===== config.mk =====
export PLATFORM = sky130hd
export DESIGN_NAME = dual_pwm_ctrl
export DESIGN_NICKNAME = d
export VERILOG_FILES = /design/src/rtl/dpwm_pkg.sv /design/src/rtl/dpwm_timebase.sv /design/src/rtl/dpwm_fault.sv /design/src/rtl/dpwm_channel.sv /design/src/rtl/dual_pwm_ctrl.sv
export SDC_FILE = /design/constraint.sdc
export NUM_CORES = 1
export LEC_CHECK = 0
export BUFFER_PORTS_ARGS = -buffer_cell sky130_fd_sc_hd__buf_2
export CORE_AREA = 3 3 54 56
export CTS_CLUSTER_DIAMETER = 40
export DETAILED_ROUTE_END_ITERATION = 7
export DIE_AREA = 0 0 57 59
export GPL_TIMING_DRIVEN = 0
export PLACE_DENSITY = 0.77
export SYNTH_ARGS = -nofsm -noshare
export SYNTH_HDL_FRONTEND = slang
export SYNTH_SLANG_ARGS = --single-unit

===== constraint.sdc =====
create_clock -name clk -period 5 [get_ports clk]
set_clock_uncertainty 0.05 [all_clocks]
set_input_delay 1 -clock clk [delete_from_list [all_inputs] [get_ports clk]]
set_output_delay 1 -clock clk [all_outputs]
set_load 0.01 [all_outputs]

===== src/rtl/dpwm_pkg.sv =====
package dpwm_pkg;

    localparam int N_CH = 2;

    typedef enum logic {
        SLOT_A = 1'b0,
        SLOT_B = 1'b1
    } slot_e;

    typedef struct packed {
        logic  wrap;      // oscillator cycle ends at this edge
        slot_e slot;      // slot of the current cycle
        slot_e nxt_slot;  // slot that begins after a wrap
        logic  charge;    // ramp in charge phase
    } tb_evt_t;

    function automatic slot_e other_slot(input slot_e s);
        return (s == SLOT_A) ? SLOT_B : SLOT_A;
    endfunction

endpackage


===== src/rtl/dpwm_timebase.sv =====
module dpwm_timebase
    import dpwm_pkg::*;
#(
    parameter int RAMP_LEN  = 20,
    parameter int DISCH_LEN = 4,
    parameter int SYNC_MIN  = 2,
    localparam int PER   = RAMP_LEN + DISCH_LEN,
    localparam int CNT_W = $clog2(PER),
    localparam int RUN_W = $clog2(SYNC_MIN + 1)
) (
    input  logic             clk,
    input  logic             rst,
    input  logic             sync_in,
    output logic [CNT_W-1:0] ramp,
    output tb_evt_t          evt
);

    logic [CNT_W-1:0] cnt_q;
    slot_e            slot_q;
    logic             s1_q, s2_q;
    logic [RUN_W-1:0] run_q;
    logic             restart;
    logic             wrap;

    assign restart = s2_q && (run_q == RUN_W'(SYNC_MIN - 1));
    assign wrap    = restart || (cnt_q == CNT_W'(PER - 1));

    always_ff @(posedge clk) begin
        if (rst) begin
            s1_q  <= 1'b0;
            s2_q  <= 1'b0;
            run_q <= '0;
        end else begin
            s1_q <= sync_in;
            s2_q <= s1_q;
            if (!s2_q) begin
                run_q <= '0;
            end else if (run_q != RUN_W'(SYNC_MIN)) begin
                run_q <= run_q + RUN_W'(1);
            end
        end
    end

    always_ff @(posedge clk) begin
        if (rst) begin
            cnt_q  <= CNT_W'(PER - 1);
            slot_q <= SLOT_B;
        end else if (wrap) begin
            cnt_q  <= '0;
            slot_q <= other_slot(slot_q);
        end else begin
            cnt_q  <= cnt_q + CNT_W'(1);
        end
    end

    assign ramp         = cnt_q;
    assign evt.wrap     = wrap;
    assign evt.slot     = slot_q;
    assign evt.nxt_slot = other_slot(slot_q);
    assign evt.charge   = (cnt_q < CNT_W'(RAMP_LEN));

endmodule


===== src/rtl/dpwm_fault.sv =====
module dpwm_fault
    import dpwm_pkg::*;
(
    input  logic            clk,
    input  logic            rst,
    input  logic [N_CH-1:0] ovc_in,
    input  tb_evt_t         evt,
    output logic            hold_nxt
);

    logic hold_q;

    always_comb begin
        if (|ovc_in) begin
            hold_nxt = 1'b1;
        end else if (evt.wrap && evt.nxt_slot == SLOT_A) begin
            hold_nxt = 1'b0;
        end else begin
            hold_nxt = hold_q;
        end
    end

    always_ff @(posedge clk) begin
        if (rst) begin
            hold_q <= 1'b0;
        end else begin
            hold_q <= hold_nxt;
        end
    end

endmodule


===== src/rtl/dpwm_channel.sv =====
module dpwm_channel
    import dpwm_pkg::*;
#(
    parameter slot_e CH        = SLOT_A,
    parameter int    CNT_W     = 5,
    parameter int    DUTY_W    = 5,
    parameter int    BLANK_CYC = 3,
    localparam int   BLK_W     = $clog2(BLANK_CYC + 1)
) (
    input  logic              clk,
    input  logic              rst,
    input  tb_evt_t           evt,
    input  logic [CNT_W-1:0]  ramp,
    input  logic [DUTY_W-1:0] duty_cmd,
    input  logic              en,
    input  logic              trip,
    input  logic              hold_nxt,
    output logic              pwm
);

    logic              active_q;
    logic [DUTY_W-1:0] duty_q;
    logic [BLK_W-1:0]  blank_q;
    logic              blank_done;
    logic              trip_hit;

    assign blank_done = (blank_q >= BLK_W'(BLANK_CYC));
    assign trip_hit   = trip && pwm && blank_done;
    assign pwm        = active_q && evt.charge && (evt.slot == CH)
                        && (ramp < CNT_W'(duty_q));

    always_ff @(posedge clk) begin
        if (rst) begin
            active_q <= 1'b0;
            duty_q   <= '0;
            blank_q  <= '0;
        end else if (evt.wrap) begin
            blank_q <= '0;
            if (evt.nxt_slot == CH) begin
                duty_q   <= duty_cmd;
                active_q <= en && !hold_nxt;
            end else begin
                active_q <= 1'b0;
            end
        end else begin
            if (hold_nxt || trip_hit) begin
                active_q <= 1'b0;
            end
            if (pwm && !blank_done) begin
                blank_q <= blank_q + BLK_W'(1);
            end
        end
    end

endmodule


===== src/rtl/dual_pwm_ctrl.sv =====
module dual_pwm_ctrl
    import dpwm_pkg::*;
#(
    parameter int RAMP_LEN  = 20,
    parameter int DISCH_LEN = 4,
    parameter int BLANK_CYC = 3,
    parameter int SYNC_MIN  = 2,
    localparam int DUTY_W = $clog2(RAMP_LEN + 1),
    localparam int CNT_W  = $clog2(RAMP_LEN + DISCH_LEN)
) (
    input  logic              clk,
    input  logic              rst,
    input  logic              sync_in,
    input  logic              ch2_en,
    input  logic [DUTY_W-1:0] duty1_cmd,
    input  logic [DUTY_W-1:0] duty2_cmd,
    input  logic [N_CH-1:0]   trip_in,
    input  logic [N_CH-1:0]   ovc_in,
    output logic [N_CH-1:0]   pwm_out
);

    tb_evt_t           tb_evt;
    logic [CNT_W-1:0]  ramp;
    logic              hold_nxt;
    logic [DUTY_W-1:0] duty_arr [N_CH];
    logic [N_CH-1:0]   en_arr;

    assign duty_arr[0] = duty1_cmd;
    assign duty_arr[1] = duty2_cmd;
    assign en_arr      = {ch2_en, 1'b1};

    dpwm_timebase #(
        .RAMP_LEN (RAMP_LEN),
        .DISCH_LEN(DISCH_LEN),
        .SYNC_MIN (SYNC_MIN)
    ) tbase_i (
        .clk    (clk),
        .rst    (rst),
        .sync_in(sync_in),
        .ramp   (ramp),
        .evt    (tb_evt)
    );

    dpwm_fault fault_i (
        .clk     (clk),
        .rst     (rst),
        .ovc_in  (ovc_in),
        .evt     (tb_evt),
        .hold_nxt(hold_nxt)
    );

    for (genvar g = 0; g < N_CH; g++) begin : g_ch
        dpwm_channel #(
            .CH       (slot_e'(1'(g))),
            .CNT_W    (CNT_W),
            .DUTY_W   (DUTY_W),
            .BLANK_CYC(BLANK_CYC)
        ) ch_i (
            .clk     (clk),
            .rst     (rst),
            .evt     (tb_evt),
            .ramp    (ramp),
            .duty_cmd(duty_arr[g]),
            .en      (en_arr[g]),
            .trip    (trip_in[g]),
            .hold_nxt(hold_nxt),
            .pwm     (pwm_out[g])
        );
    end

endmodule


After elaboration in Yosys (flattened, before gate mapping) --
Index checks and enable logic that the tools add are counted.
Storage, ports and cells: output and inout port bits 2, flip-flop bits (word level) 27, logic and storage cells 65, bits of input ports 18
Cells by class: mux-type cells 10, $add $sub $neg 4, equality and inequality tests 3, bitwise gates (word level) 2, reductions and logical operators 28, $lt $le $gt $ge 5
Operators by type and width (number):
- logical AND 1 bit | 15
- less-than comparator 5 bit | 2
- 2-to-1 mux 1 bit | 9
- adder 2 x 1 -> 2 bit (second input constant) | 3
- OR reduction 2 bit | 3
- adder 5 x 1 -> 5 bit (second input constant) | 1
- equality test 5 bit (second input constant) | 1
- less-than comparator 5 bit (second input constant) | 1
- 2-to-1 mux 5 bit | 1
- greater-or-equal comparator 2 bit (second input constant) | 2
- AND reduction 2 bit | 2
- nonzero test 2 bit | 2
- zero test 1 bit | 3
- logical OR 1 bit | 3
- equality test 2 x 1 -> 1 bit (second input constant) | 1
- inequality test 2 bit (second input constant) | 1
- inverter 1 bit | 2

Depth between registers and ports, before layout --
depth after elaboration 10, mapped depth 7, depth with buffers taken out 6

Cells and area by module --
From an unflattened synthesis, not the netlist that was laid out.
Second synthesis, totals: cells, all modules 159, area total of the unflattened synthesis 1397.6 µm²
Modules (own cells, without submodules):
- dpwm_channel (g_ch[0].ch_i) | cells each 54, sequential area each 160.2 µm², times used 1, area an instance 454.2 µm²
- dpwm_channel (g_ch[1].ch_i) | cells each 53, sequential area each 160.2 µm², times used 1, area an instance 442.9 µm²
- dpwm_timebase | cells each 45, sequential area each 200.2 µm², times used 1, area an instance 435.4 µm²
- dpwm_fault | cells each 6, sequential area each 20.0 µm², times used 1, area an instance 61.3 µm²
- dual_pwm_ctrl | cells each 1, sequential area each 0.0 µm², times used 1, area an instance 3.8 µm²

Least setup slack after synthesis --
No wires, ideal clock.
path type register to output, start point register tbase_i.cnt_q[2], in the netlist tbase_i.ramp[2], end point output port pwm_out[1], slack 2701 ps, required time 3950 ps, path buffers 1, data arrival time 1249 ps, cell stages (with the launch flop) 6, cells stage by stage dfxtp_1 ha_1 a21oi_1 o21ai_0 a31oi_1 buf_4
On the way: word-level cells in the longest chain between the ends 4, elaborated cells on any way between the ends 5, classes of those cells 2 x order compare; 3 x reduce/logical
RTL lines:
- start: declaration | RTL line dpwm_timebase.sv:18 | logic [CNT_W-1:0] cnt_q;
- start signal: assignment | RTL line dpwm_timebase.sv:46 | cnt_q <= CNT_W'(PER - 1);
- start signal: assignment | RTL line dpwm_timebase.sv:52 | cnt_q <= cnt_q + CNT_W'(1);
- less-than comparator 5 bit | RTL line dpwm_timebase.sv:60 | assign evt.charge = (cnt_q < CNT_W'(RAMP_LEN));
- logical AND 1 bit (2 in series) | RTL line dpwm_channel.sv:29 | assign pwm = active_q && evt.charge && (evt.slot == CH)
- logical AND 1 bit * | RTL line dpwm_channel.sv:30 | && (ramp < CNT_W'(duty_q));
- end: declaration | RTL line dual_pwm_ctrl.sv:19 | output logic [N_CH-1:0] pwm_out
Every way passes the cells marked *; elsewhere a longest branch is shown, timed or not.

Final worst setup path --
Ends and elaborated chain as after synthesis.

==> results by stage <==
Logic synthesis:
- The mean post-synth cell area is slightly above 9 sq um.
- The gate count of the mapped netlist is between 150 and 200.
- In this run the cell area of the synthesized design comes to 1411 sq um.
- The portion of the post-synthesis area used by sequential elements is 38.30%.
- In this run, synthesis produced a sequential element count of 27.
- The library cell occupying the most area in the post-synthesis netlist is dfxtp_1.
- After synthesis, the netlist uses 36 different library cells.
- The number of warnings printed during yosys synthesis is 0.
- The portion of synthesized cell area occupied by the leading cell type is 38.30%.
- After synthesis, the cell types taking the most area are dfxtp_1, ha_1, mux2i_1, nand2_1, a21oi_1.
- Synthesis produced a netlist with a net count of 185.

STA:
- The final critical path takes up between 60 and 70% of the cycle.
- The total count of max-transition violations in the final report is 0.
- The post-route minimum period is 3.056 ns.
- The sum of negative setup slack is 0 ns.
- The max-slew headroom at the worst pin is 65.92%.
- For the pin with the worst max-slew slack, the measured transition is 0.5058 ns.
- Setup repair after global routing left no endpoint under its margin.
- Derived from the worst setup path, the maximum achievable clock frequency is 0.3273 GHz.
- The worst hold slack is 0.4107 ns.
- Setup violations remaining at the end of the flow were counted as 0.
- The number of hold violations in the final report came to 0.
- Across all setup checks in the final design, the least slack found is 1.944 ns.

Routing:
- The detail route stage leaves a number of antenna-violating nets equal to 0.
- The total length of routed wires is 2.692 mm.
- The overall via count from detail_route is 1117.
- The first TritonRoute pass finished after 4 iterations.
- Using the TritonRoute via totals, the vias-per-cell ratio works out to 5.396.
- The number of DRC violations after detailed routing is 0.
- The first-iteration detailed-routing DRC count is 25.
- Dividing the detail-routed wire length by the instance count gives 13.00 um.

Place:
- The total placed instance area is approximately 1500 sq um.
- During placement, the flow inserted port buffers numbering 19.
- Once placement completed, the tool counted placed cells totaling between 200 and 250.
- The placer congestion estimate is 0.7522.
- The HPWL after detailed placement is 2.116 mm.
- Prior to clock tree synthesis, the placed netlist has a worst setup slack of 2.339 ns.

Clocking:
- The clock tree from TritonCTS is yes.
- CTS built an H-tree with a depth of 1.
- The total of cells resized after clock tree synthesis is 0.
- The cell chosen for the clock root is clkbuf_4.
- The later-pin clock latency in the skew report is 0.34 ns.
- The clock sink count is 27.
- Clock-pin slew was measured on the worst setup and hold paths at 0.15 ns.
- The clock buffer count from CTS is 3.
- Counting along the longest clock path gives a buffer depth of 2.
- After clock tree synthesis, the flow added hold-fix buffers numbering 0.
- The number of setup buffers added after CTS is 0.

Floorplan:
- The die is 59 um tall.
- Once the floorplan was initialized, standard cells occupied 56.97% of the core.
- During I/O placement, the number of pins put on the boundary was 20.
- The floorplan step set the die width to 57 um.
- The floorplan has 18 rows.
- The die covers 3363 sq um.
- The core region is 2477 sq um.

Run:
- Max-cap violations in this run came to 0.

Finish:
- The post-layout instance area is 1574 sq um.
- The most common cell after layout, fill and taps aside is dfxtp_1.
- The antenna diode instance count is 0.
- The layout cell share with drive strength beyond 1 is 20.34%.
- The library cells used most frequently in the layout, excluding fill and tap cells, are dfxtp_1, nand2_1, buf_2.
- The net count of the finished layout is about 210.
- From synthesis to final layout, the design area changed by 11.52%.
- The layout has 221 filler cells.
- The number of standard cells in the final layout excluding fillers is 207.

Min path:
- The path class of the tightest hold or removal check is flip-flop to flip-flop.

Setup path:
- The type of element capturing the critical path is a primary output.
- STA classifies the critical path startpoint as a flip-flop.
- For the worst setup path, the data required time is 3.95 ns.
- The worst register-to-register path has a setup slack of 3.06 ns.
- The largest fanout on the critical path is 7.
- The startpoint-to-endpoint class of the critical path is flip-flop to primary output.
- The arrival time at the worst endpoint is 2.01 ns.

GRT:
- The overall routing resource usage is about 17%.
- The global-route wire length before repair is 4.547 mm.
- Entering global routing, the biggest net connects 17 pins.
- After global routing the overflow that remains totals 0.
- The initial antenna violation count is 0.
- The via count of the first global-routing pass came to 1071.

Run status:
- The run finished with clean final reports.

Power:
- The worst vdd rail ir drop is between 200 and 250 uV.
- The power per cell area is 425.2 nW/um^2.
- For this design the static power due to leakage is 0.0006382 uW.
==> sequential cells by signal, indices dropped and copies added (netlist names) <==
| signal | count |
|---|---|
| tbase_i.slot_q | 1 |
| g_ch.ch_i.active_q | 2 |
| tbase_i.s1_q | 1 |
| g_ch.ch_i.blank_q | 4 |
| fault_i.hold_q | 1 |
| tbase_i.s2_q | 1 |
| tbase_i.ramp | 5 |
| tbase_i.run_q | 2 |
| g_ch.ch_i.duty_q | 10 |
==> cell usage after synthesis <==
cell and count:
a211oi_1 1, a21oi_1 9, a311oi_1 2, a311oi_2 1, a311oi_4 1, a31oi_1 2, and2_1 2, and4b_1 1
buf_2 1, buf_4 2, buf_6 2, clkbuf_1 1, dfxtp_1 27, ha_1 13, inv_1 11, mux2i_1 9
nand2_1 22, nand2b_1 2, nand3_1 4, nand3_2 1, nand4_1 1, nor2_1 10, nor2_4 1, nor2b_1 5
nor3_4 1, nor3b_1 1, nor3b_2 1, o21ai_0 8, o21ai_1 3, o21ai_4 1, o21ba_2 1, o22ai_1 1
o31ai_1 1, or3_1 1, xnor2_1 2, xor2_1 2
==> critical path, cell delays in order, from the launching register on <==
cell and delay (ns):
dfxtp_1 0.51, ha_1 0.30, a21oi_1 0.15, o21ai_0 0.21, a31oi_1 0.25, buf_4 0.13, buf_2 0.11
==> routing by layer <==
| metal | up-vias | part of all wire (%) | global-route usage, % |
|---|---|---|---|
| li1 | 573 | - | - |
| met1 | 506 | 43 | 19.43 |
| met2 | 29 | 50 | 31.16 |
| met3 | 9 | 4.7 | 2.832 |
| met4 | 0 | 2.8 | 9.272 |
| met5 | - | 0 | 0 |
==> worst paths after layout <==
| path | startpoint | cells after the start | endpoint |
|---|---|---|---|
| min reg2reg | tbase_i.s1_q$_SDFF_PP0_ | 1 | tbase_i.s2_q$_SDFF_PP0_ |
| max | tbase_i.ramp[2]$_SDFF_PP1_ | 6 | pwm_out[1] |
| min | tbase_i.s1_q$_SDFF_PP0_ | 1 | tbase_i.s2_q$_SDFF_PP0_ |
| max reg2reg | tbase_i.ramp[2]$_SDFF_PP1_ | 5 | g_ch[1].ch_i.blank_q[1]$_SDFFE_PP0P_ |
==> layout make-up <==
class | count | area, sq um | share of cell area [%]
flip-flops and latches | 27 | 540.5 | 34.34
multi-input cells | 110 | 783.3 | 49.76
plain buffers | 6 | 46.29 | 2.941
repair buffers | 19 | 95.09 | 6.041
inverters | 11 | 41.29 | 2.623
clock inverters | 1 | 7.507 | 0.4769
clock buffers | 3 | 22.52 | 1.431
well taps | 30 | 37.54 | 2.385
==> logic make-up (layout without fill, tap and decap cells) <==
logic type / after synthesis / in the layout / synth area share (%)
buffers and inverters: 17 / 40 / 6.205
XOR/XNOR: 4 / 4 / 2.483
flip-flops: 27 / 27 / 38.30
AND/OR/NAND/NOR: 53 / 53 / 19.59
multiplexers: 9 / 9 / 6.383
adder cells (fa/ha/maj): 13 / 13 / 11.53
AO/OA/AOI/OAI: 31 / 31 / 15.51
==> report_power, final <==
group	internal, uW	switching (uW)
sequential	251	36.0
clock	30.7	68.9
combinational	122	161
total	404	265
==> metrics by stage <==
stage	utilization [%]	power, uW
after floorplan	-	509.4
after global placement	62.32	556.3
after detailed placement	62.32	572.8
after CTS	63.54	674.1
after global routing	63.54	722.9
final	63.54	669.3
Power figures use the tool's default switching activity.
